[src/rtl/rm_pkg.sv]
package rm_pkg;

    typedef enum logic [2:0] {
        ST_IDLE,
        ST_CHECK,
        ST_ROW,
        ST_READ,
        ST_WRITE,
        ST_DONE,
        ST_FAIL
    } rm_state_e;

    localparam int COORD_LIMIT = 16'h3FFF;

    // Format code to bytes per pixel; zero marks an unsupported code.
    function automatic logic [2:0] bytes_per_pixel(input logic [3:0] code);
        unique case (code)
            4'd2:        return 3'd1;
            4'd3, 4'd4:  return 3'd2;
            4'd5:        return 3'd3;
            4'd6:        return 3'd4;
            default:     return 3'd0;
        endcase
    endfunction

endpackage

[src/rtl/rm_corner.sv]
module rm_corner #(
    parameter int CW = 16
) (
    input  logic [CW-1:0] pos,
    input  logic [CW-1:0] span,
    input  logic          reverse,
    output logic [CW-1:0] corner
);
    // A reversed coordinate names the far edge; step back to the near one.
    assign corner = reverse ? (pos + CW'(1) - span) : pos;
endmodule

[src/rtl/rm_limit.sv]
module rm_limit #(
    parameter int MEM_BYTES = 4096,
    parameter int CW        = 16,
    parameter int BW        = 24,
    parameter int XW        = 36
) (
    input  logic [2:0]    bpp,
    input  logic [CW-1:0] s_pitch,
    input  logic [CW-1:0] d_pitch,
    input  logic [BW-1:0] s_base,
    input  logic [BW-1:0] d_base,
    input  logic [CW-1:0] s_left,
    input  logic [CW-1:0] s_top,
    input  logic [CW-1:0] d_left,
    input  logic [CW-1:0] d_top,
    input  logic [CW-1:0] w,
    input  logic [CW-1:0] h,
    output logic          reject,
    output logic          empty
);
    import rm_pkg::*;

    function automatic logic [XW-1:0] span_end(
        input logic [BW-1:0] base,
        input logic [CW-1:0] top,
        input logic [CW-1:0] left,
        input logic [CW-1:0] pitch
    );
        return XW'(base)
             + (XW'(top) + XW'(h) - XW'(1)) * XW'(pitch)
             + (XW'(left) + XW'(w)) * XW'(bpp);
    endfunction

    logic bad_fmt, bad_pitch, bad_coord, oob;

    always_comb begin
        bad_fmt   = (bpp == 3'd0);
        bad_pitch = (s_pitch == '0) || (d_pitch == '0);
        bad_coord = (s_left > CW'(COORD_LIMIT)) || (s_top > CW'(COORD_LIMIT))
                 || (d_left > CW'(COORD_LIMIT)) || (d_top > CW'(COORD_LIMIT));
        empty     = (w == '0) || (h == '0);
        oob       = !empty && ((span_end(s_base, s_top, s_left, s_pitch) > XW'(MEM_BYTES))
                            || (span_end(d_base, d_top, d_left, d_pitch) > XW'(MEM_BYTES)));
        reject    = bad_fmt || bad_pitch || bad_coord || oob;
    end
endmodule

[src/rtl/rect_mover.sv]
module rect_mover
    import rm_pkg::*;
#(
    parameter int MEM_BYTES = 4096,
    parameter int CW        = 16,
    parameter int BW        = 24
) (
    input  logic                         clk,
    input  logic                         rst_n,
    input  logic                         start,
    input  logic                         use_own,
    input  logic [3:0]                   pix_fmt,
    input  logic                         x_fwd,
    input  logic                         y_fwd,
    input  logic [CW-1:0]                src_x,
    input  logic [CW-1:0]                src_y,
    input  logic [CW-1:0]                dst_x,
    input  logic [CW-1:0]                dst_y,
    input  logic [CW-1:0]                width,
    input  logic [CW-1:0]                height,
    input  logic [CW-1:0]                src_pitch,
    input  logic [CW-1:0]                dst_pitch,
    input  logic [CW-1:0]                shared_pitch,
    input  logic [BW-1:0]                src_base,
    input  logic [BW-1:0]                dst_base,
    input  logic [BW-1:0]                shared_base,
    output logic                         busy,
    output logic                         done,
    output logic                         error,
    output logic [CW-1:0]                next_dst_x,
    output logic [CW-1:0]                next_dst_y,
    output logic [$clog2(MEM_BYTES)-1:0] mem_addr,
    output logic                         mem_rd,
    output logic                         mem_wr,
    output logic [7:0]                   mem_wdata,
    input  logic [7:0]                   mem_rdata
);
    localparam int AW = $clog2(MEM_BYTES);
    localparam int XW = ((BW > 2*CW) ? BW : 2*CW) + 4;
    localparam int LW = CW + 3;
    localparam int NC = 4;   // corners: 0 dst x, 1 dst y, 2 src x, 3 src y

    rm_state_e state, state_n;

    logic [CW-1:0] sx_r, sy_r, dx_r, dy_r, w_r, h_r, sp_r, dp_r;
    logic [BW-1:0] sb_r, db_r;
    logic [2:0]    bpp_r;
    logic          xf_r, yf_r;
    logic [CW-1:0] row_cnt;
    logic [LW-1:0] byte_cnt, row_len;
    logic [XW-1:0] src_row, dst_row;
    logic          asc;

    // ---------------- corner resolution ----------------
    logic [CW-1:0] pos  [NC];
    logic [CW-1:0] crn  [NC];
    assign pos[0] = dx_r;
    assign pos[1] = dy_r;
    assign pos[2] = sx_r;
    assign pos[3] = sy_r;

    for (genvar g = 0; g < NC; g++) begin : g_corner
        rm_corner #(.CW(CW)) u_corner (
            .pos     (pos[g]),
            .span    ((g % 2 == 0) ? w_r : h_r),
            .reverse ((g % 2 == 0) ? !xf_r : !yf_r),
            .corner  (crn[g])
        );
    end

    // ---------------- parameter validation ----------------
    logic reject, empty;
    rm_limit #(.MEM_BYTES(MEM_BYTES), .CW(CW), .BW(BW), .XW(XW)) u_limit (
        .bpp     (bpp_r),
        .s_pitch (sp_r),
        .d_pitch (dp_r),
        .s_base  (sb_r),
        .d_base  (db_r),
        .s_left  (crn[2]),
        .s_top   (crn[3]),
        .d_left  (crn[0]),
        .d_top   (crn[1]),
        .w       (w_r),
        .h       (h_r),
        .reject  (reject),
        .empty   (empty)
    );

    // ---------------- row address computation ----------------
    logic [CW-1:0] y_idx;
    logic [XW-1:0] src_row_n, dst_row_n;
    logic [LW-1:0] offset;
    logic          last_byte, last_row;

    always_comb begin
        y_idx     = yf_r ? row_cnt : (h_r - CW'(1) - row_cnt);
        src_row_n = XW'(sb_r) + (XW'(crn[3]) + XW'(y_idx)) * XW'(sp_r) + XW'(crn[2]) * XW'(bpp_r);
        dst_row_n = XW'(db_r) + (XW'(crn[1]) + XW'(y_idx)) * XW'(dp_r) + XW'(crn[0]) * XW'(bpp_r);
        offset    = asc ? byte_cnt : (row_len - LW'(1) - byte_cnt);
        last_byte = (byte_cnt == row_len - LW'(1));
        last_row  = (row_cnt == h_r - CW'(1));
    end

    // ---------------- next-state logic ----------------
    always_comb begin
        state_n = state;
        unique case (state)
            ST_IDLE:  if (start) state_n = ST_CHECK;
            ST_CHECK: state_n = reject ? ST_FAIL : (empty ? ST_DONE : ST_ROW);
            ST_ROW:   state_n = ST_READ;
            ST_READ:  state_n = ST_WRITE;
            ST_WRITE: state_n = !last_byte ? ST_READ : (last_row ? ST_DONE : ST_ROW);
            ST_DONE:  state_n = ST_IDLE;
            ST_FAIL:  state_n = ST_IDLE;
        endcase
    end

    // ---------------- state register and datapath ----------------
    always_ff @(posedge clk or negedge rst_n) begin
        if (!rst_n) begin
            state    <= ST_IDLE;
            sx_r     <= '0; sy_r <= '0; dx_r <= '0; dy_r <= '0;
            w_r      <= '0; h_r  <= '0; sp_r <= '0; dp_r <= '0;
            sb_r     <= '0; db_r <= '0;
            bpp_r    <= '0; xf_r <= 1'b1; yf_r <= 1'b1;
            row_cnt  <= '0; byte_cnt <= '0; row_len <= '0;
            src_row  <= '0; dst_row  <= '0; asc <= 1'b0;
        end else begin
            state <= state_n;
            unique case (state)
                ST_IDLE: if (start) begin
                    sx_r  <= src_x;  sy_r <= src_y;
                    dx_r  <= dst_x;  dy_r <= dst_y;
                    w_r   <= width;  h_r  <= height;
                    sp_r  <= use_own ? src_pitch : shared_pitch;
                    dp_r  <= use_own ? dst_pitch : shared_pitch;
                    sb_r  <= use_own ? src_base  : shared_base;
                    db_r  <= use_own ? dst_base  : shared_base;
                    bpp_r <= bytes_per_pixel(pix_fmt);
                    xf_r  <= x_fwd;  yf_r <= y_fwd;
                end
                ST_CHECK: begin
                    row_cnt <= '0;
                    row_len <= LW'(w_r) * LW'(bpp_r);
                end
                ST_ROW: begin
                    src_row  <= src_row_n;
                    dst_row  <= dst_row_n;
                    asc      <= (dst_row_n < src_row_n);
                    byte_cnt <= '0;
                end
                ST_WRITE: begin
                    if (last_byte) row_cnt  <= row_cnt + CW'(1);
                    else           byte_cnt <= byte_cnt + LW'(1);
                end
                default: ;
            endcase
        end
    end

    // ---------------- outputs ----------------
    always_comb begin
        busy      = (state != ST_IDLE);
        done      = (state == ST_DONE);
        error     = (state == ST_FAIL);
        mem_rd    = (state == ST_READ);
        mem_wr    = (state == ST_WRITE);
        mem_addr  = AW'(((state == ST_READ) ? src_row : dst_row) + XW'(offset));
        mem_wdata = (state == ST_WRITE) ? mem_rdata : 8'h00;
    end

    assign next_dst_x = xf_r ? (crn[0] + w_r) : crn[0];
    assign next_dst_y = yf_r ? (crn[1] + h_r) : crn[1];

    // ---------------- assertions ----------------
    assert_rd_wr_excl_R13: assert property (@(posedge clk) disable iff (!rst_n)
        !(mem_rd && mem_wr));

    assert_wr_after_rd_R13: assert property (@(posedge clk) disable iff (!rst_n)
        mem_wr |-> $past(mem_rd));

    assert_done_err_excl_R11: assert property (@(posedge clk) disable iff (!rst_n)
        !(done && error));

    assert_busy_release_R11: assert property (@(posedge clk) disable iff (!rst_n)
        $fell(busy) |-> $past(done || error));

    assert_single_pulse_R11: assert property (@(posedge clk) disable iff (!rst_n)
        (done || error) |=> !(done || error));

    assert_no_write_on_reject_R4: assert property (@(posedge clk) disable iff (!rst_n)
        error |-> !$past(mem_wr));
endmodule

[config.mk]
export PLATFORM = sky130hd
export DESIGN_NAME = rect_mover
export DESIGN_NICKNAME = d
export VERILOG_FILES = /design/src/rtl/rm_pkg.sv /design/src/rtl/rm_corner.sv /design/src/rtl/rm_limit.sv /design/src/rtl/rect_mover.sv
export SDC_FILE = /design/constraint.sdc
export NUM_CORES = 2
export LEC_CHECK = 0
export ABC_AREA = 1
export CAP_MARGIN = 20
export CORE_MARGIN = 2
export CORE_UTILIZATION = 45
export DETAILED_ROUTE_END_ITERATION = 16
export DONT_BUFFER_PORTS = 1
export SLEW_MARGIN = 0
export SYNTH_ARGS = -nofsm -noshare
export SYNTH_HDL_FRONTEND = slang
export SYNTH_SLANG_ARGS = --single-unit
[constraint.sdc]
create_clock -name clk -period 21.6 [get_ports clk]
set_input_delay 3.24 -clock clk [delete_from_list [all_inputs] [get_ports clk]]
set_output_delay 3.24 -clock clk [all_outputs]
set_load 0.01 [all_outputs]
==> summary.md <==
The largest fanout on the critical path came out at 14. The number of enable flip-flop cells after synthesis was 0; the synthesized cell area was 80400 um^2. The worst setup path is captured at a flip-flop.

In the final timing run, aggregate negative setup slack is 0 ns. The number of global-route vias before repair is 72010, and the share of the clock period used by the worst path after layout is 68.1%. The endpoint identified for the worst register-to-register timing path is asc. The run gives 0 as the max-capacitance violation count. TritonCTS built the clock tree. Fill cells in the final layout number 17912. For hold timing, the worst endpoint is src_row[0].

The count of final max-slew check failures is 0, and the setup fix buffers added after clock tree synthesis is 0. The signed area change from the synthesized netlist to the final layout is 5.00%, and the average wire per standard cell is 24.6 um. The clock arrives with 0.0570 ns of skew.

For this configuration, the core starts out at a cell density of 45.2%. The critical path in this run is classified as reg2reg. In this run the register-to-register setup slack is 6.89 ns.

For the required time of the critical path, the log shows 22.10 ns. The number of buffers on the longest clock path is 3. The final route contains 70041 vias.

In this design, the stage delay of the slowest critical-path cell is 0.91 ns. Row generation in the floorplan step produced 155 rows. Startpoint type of the worst setup path: a flip-flop. Final hold violation count: 0.

At the end of routability-driven placement, the weighted congestion stood at 1.01. The floorplan step defined a die boundary enclosing 182000 um^2. The most used flip-flop cell after synthesis is sky130_fd_sc_hd__dfrtp_1. Buffers inserted to repair hold after CTS numbered 0.

Setup violations remaining at the end of the flow were counted as 0. The total routed wirelength was 315 mm; the number of primary I/O pins was 291. The pin count of the biggest net entering global routing was 264; the number of port buffers was 0.

Dividing the detail-routed via count by the number of cells gives 5.46. In this run the mean area of a mapped cell was 7.59 um^2. The wire-length estimate of the detail-placed layout is 264 mm. The number of nets in the final layout is 12932, and the number of cells on the worst reg-to-reg path is 60. The tools report the tightest slew margin relative to the limit as 19.7%. The run gives 0.64 ns as the clock network latency to the later pin of the worst-skew pair. In this run the most critical hold path is launched from src_row[0].

The first detailed-routing pass took 7 iterations. Setup repair after global routing left no endpoint under its margin. In this run the critical register-to-register path is launched from h_r[0]. For the pin with the worst max-slew slack, the measured transition is 1.19 ns.

The logs give 15.21 ns for the data arrival time of the critical path and 0 for the final routed DRC violation total. The clock root buffer is sky130_fd_sc_hd__clkbuf_16. Once the clock tree was built, the resizer swapped 0 gates to a different size. In this run the remaining antenna-violating nets after routing total 0. The tools report the total global routing track utilization as 35.1%. The post-synthesis async set-or-reset flop share was 100%. Clock-pin slew was measured on the worst setup and hold paths at 0.07 ns. In this run the standard cell core region covers 178000 um^2.

The first global-routing pass estimated 468 mm of wire. The run finished with clean final reports. Counting stages on the worst path, the most repeated cell is sky130_fd_sc_hd__inv_1. Summed over all layers, the global routing overflow is 0.

Buffers inserted during clock tree synthesis total 38. In the synthesized netlist, the number of instances is 10597. The floorplan step set the die height to 427 um. Along the worst hold path, the cell count comes to 2. The type of the tightest min-delay check is reg2reg. The post-route netlist has 3.12% of its cells at a drive strength greater than 1. For this design, the slowest cell found on the critical path is sky130_fd_sc_hd__a21oi_1.

In this run the number of H-tree levels came out at 2. For this run, the number of Yosys warnings is 0. For the initial antenna violation count, the log shows 22.

The post-synthesis sequential element count was 263. The logs give 13101 for the post-synthesis net count and 6221 for the initial DRC count. The tools report the count of cell types in the netlist as 64. Counting every sink on the clock net gives 263. The portion of the post-synthesis area used by sequential elements was 8.19%; the shortest clock period the worst path allows after layout was 14.71 ns.

The die is 427 um wide. Static timing analysis puts the maximum clock frequency at 68.0 MHz.
==> metal layers <==
layer / GRT usage (%) / vias to the layer above / share of wire, %
li1: - / 31311 / -
met4: 20.1 / 16 / 7.0
met5: 0 / - / 0.028
met2: 54.9 / 2977 / 44
met3: 5.83 / 724 / 8.1
met1: 46.0 / 35013 / 41
==> cells in the mapped netlist, types with 4 or more instances <==
| library cell | instances | area share (%) |
|---|---|---|
| sky130_fd_sc_hd__inv_1 | 2491 | 12 |
| sky130_fd_sc_hd__buf_1 | 26 | 0.12 |
| sky130_fd_sc_hd__fa_1 | 1446 | 36 |
| sky130_fd_sc_hd__o21ai_0 | 389 | 2.4 |
| sky130_fd_sc_hd__o21a_1 | 41 | 0.38 |
| sky130_fd_sc_hd__nand3b_1 | 18 | 0.17 |
| sky130_fd_sc_hd__and2_1 | 12 | 0.093 |
| sky130_fd_sc_hd__nor3b_1 | 4 | 0.037 |
| sky130_fd_sc_hd__a31oi_1 | 22 | 0.17 |
| sky130_fd_sc_hd__nand3_1 | 255 | 1.6 |
| sky130_fd_sc_hd__a21o_1 | 21 | 0.20 |
| sky130_fd_sc_hd__dfrtp_1 | 261 | 8.1 |
| sky130_fd_sc_hd__nand4_1 | 96 | 0.75 |
| sky130_fd_sc_hd__nor3_1 | 60 | 0.37 |
| sky130_fd_sc_hd__o31ai_1 | 30 | 0.28 |
| sky130_fd_sc_hd__nand3_2 | 5 | 0.062 |
| sky130_fd_sc_hd__a21oi_1 | 366 | 2.3 |
| sky130_fd_sc_hd__o221ai_1 | 4 | 0.044 |
| sky130_fd_sc_hd__a221oi_1 | 4 | 0.044 |
| sky130_fd_sc_hd__nor2_1 | 989 | 4.6 |
| sky130_fd_sc_hd__o22ai_1 | 7 | 0.054 |
| sky130_fd_sc_hd__nor2_4 | 9 | 0.13 |
| sky130_fd_sc_hd__xnor2_1 | 87 | 0.95 |
| sky130_fd_sc_hd__o21bai_1 | 32 | 0.30 |
| sky130_fd_sc_hd__a211oi_1 | 16 | 0.15 |
| sky130_fd_sc_hd__nor4_1 | 21 | 0.16 |
| sky130_fd_sc_hd__o2111ai_1 | 5 | 0.054 |
| sky130_fd_sc_hd__a21boi_0 | 11 | 0.10 |
| sky130_fd_sc_hd__xor2_1 | 162 | 1.8 |
| sky130_fd_sc_hd__ha_1 | 824 | 13 |
| sky130_fd_sc_hd__o211ai_1 | 4 | 0.037 |
| sky130_fd_sc_hd__inv_2 | 9 | 0.042 |
| sky130_fd_sc_hd__or2_2 | 55 | 0.43 |
| sky130_fd_sc_hd__nand2_2 | 15 | 0.12 |
| sky130_fd_sc_hd__nor2_2 | 9 | 0.070 |
| sky130_fd_sc_hd__clkinv_1 | 28 | 0.13 |
| sky130_fd_sc_hd__nand2_1 | 2425 | 11 |
| sky130_fd_sc_hd__clkbuf_1 | 290 | 1.4 |
==> layout by cell type, fill, tap and decap left out, drive strengths merged, types with 57 or more instances in the layout <==
cell type	Yosys	final
nor3	62	62
buf	32	113
xor2	164	164
dfrtp	261	261
xnor2	88	88
fa	1446	1446
nor2	1010	1010
or2	57	57
o21ai	395	395
nand4	99	99
nand2	2442	2442
ha	824	824
a21oi	369	369
inv	2500	2506
nand3	260	260
==> cell families after synthesis <==
family	count (synthesis)	share of synthesized area, %
AND/OR/NAND/NOR	3988	20.1
AO/OA/AOI/OAI	973	6.74
XOR/XNOR	252	2.77
multiplexers	1	0.0124
flip-flops	263	8.19
buffers and inverters	2850	13.3
adder cells (fa/ha/maj)	2270	48.8
==> cell type report <==
class                           count  area (um^2)  share of cell area [%]
Tap cell                         2355         2950                    3.49
Clock buffer                       44         1000                    1.19
Antenna cell                       11         27.5                  0.0326
Clock inverter                     26          359                   0.425
Timing Repair Buffer              113          848                    1.00
Multi-Input combinational cell   7484        63200                    74.8
Inverter                         2528         9490                    11.2
Sequential cell                   263         6590                    7.81
==> registers in the layout, indices dropped and copies added, names as in the netlist, 19 cells and up <==
name	flops
sb_r	24
byte_cnt	19
db_r	24
row_len	19
==> per-stage QoR <==
stage	setup WS, ns	area, um^2	instances	utilization (%)	hold slack (ns)
2_1_floorplan	10.90	80400	10597	-	0.442
4_1_cts	7.17	84400	12813	47.4	0.474
6_report	6.89	84400	12824	47.4	0.470
5_1_grt	6.19	84400	12820	47.4	0.512
3_5_place_dp	7.19	83000	12743	46.6	0.460
3_3_place_gp	7.09	83000	12743	46.6	0.455
==> worst max path at each step <==
stage,start,end,slack [ns]
final,h_r[0],asc,6.89
after global routing,h_r[0],asc,6.19
after CTS,h_r[0],asc,7.17
after detailed placement,h_r[0],asc,7.19
after global placement,h_r[0],asc,7.09
after floorplan,h_r[0],asc,10.90
==> critical path: cells and delay by family, from the launching register on <==
family | cells | cell delay (ns)
DFF | 1 | 0.45
and+or+nand+nor | 12 | 1.59
adders and majority gates | 13 | 5.48
AOI/OAI and AO/OA | 20 | 5.12
buffers and inverters | 14 | 1.83
xor gates and xnor gates | 1 | 0.15
Power is left out: the tool's default activity adds up to more than one toggle a clock period on the data nets, which glitch-free logic cannot reach.
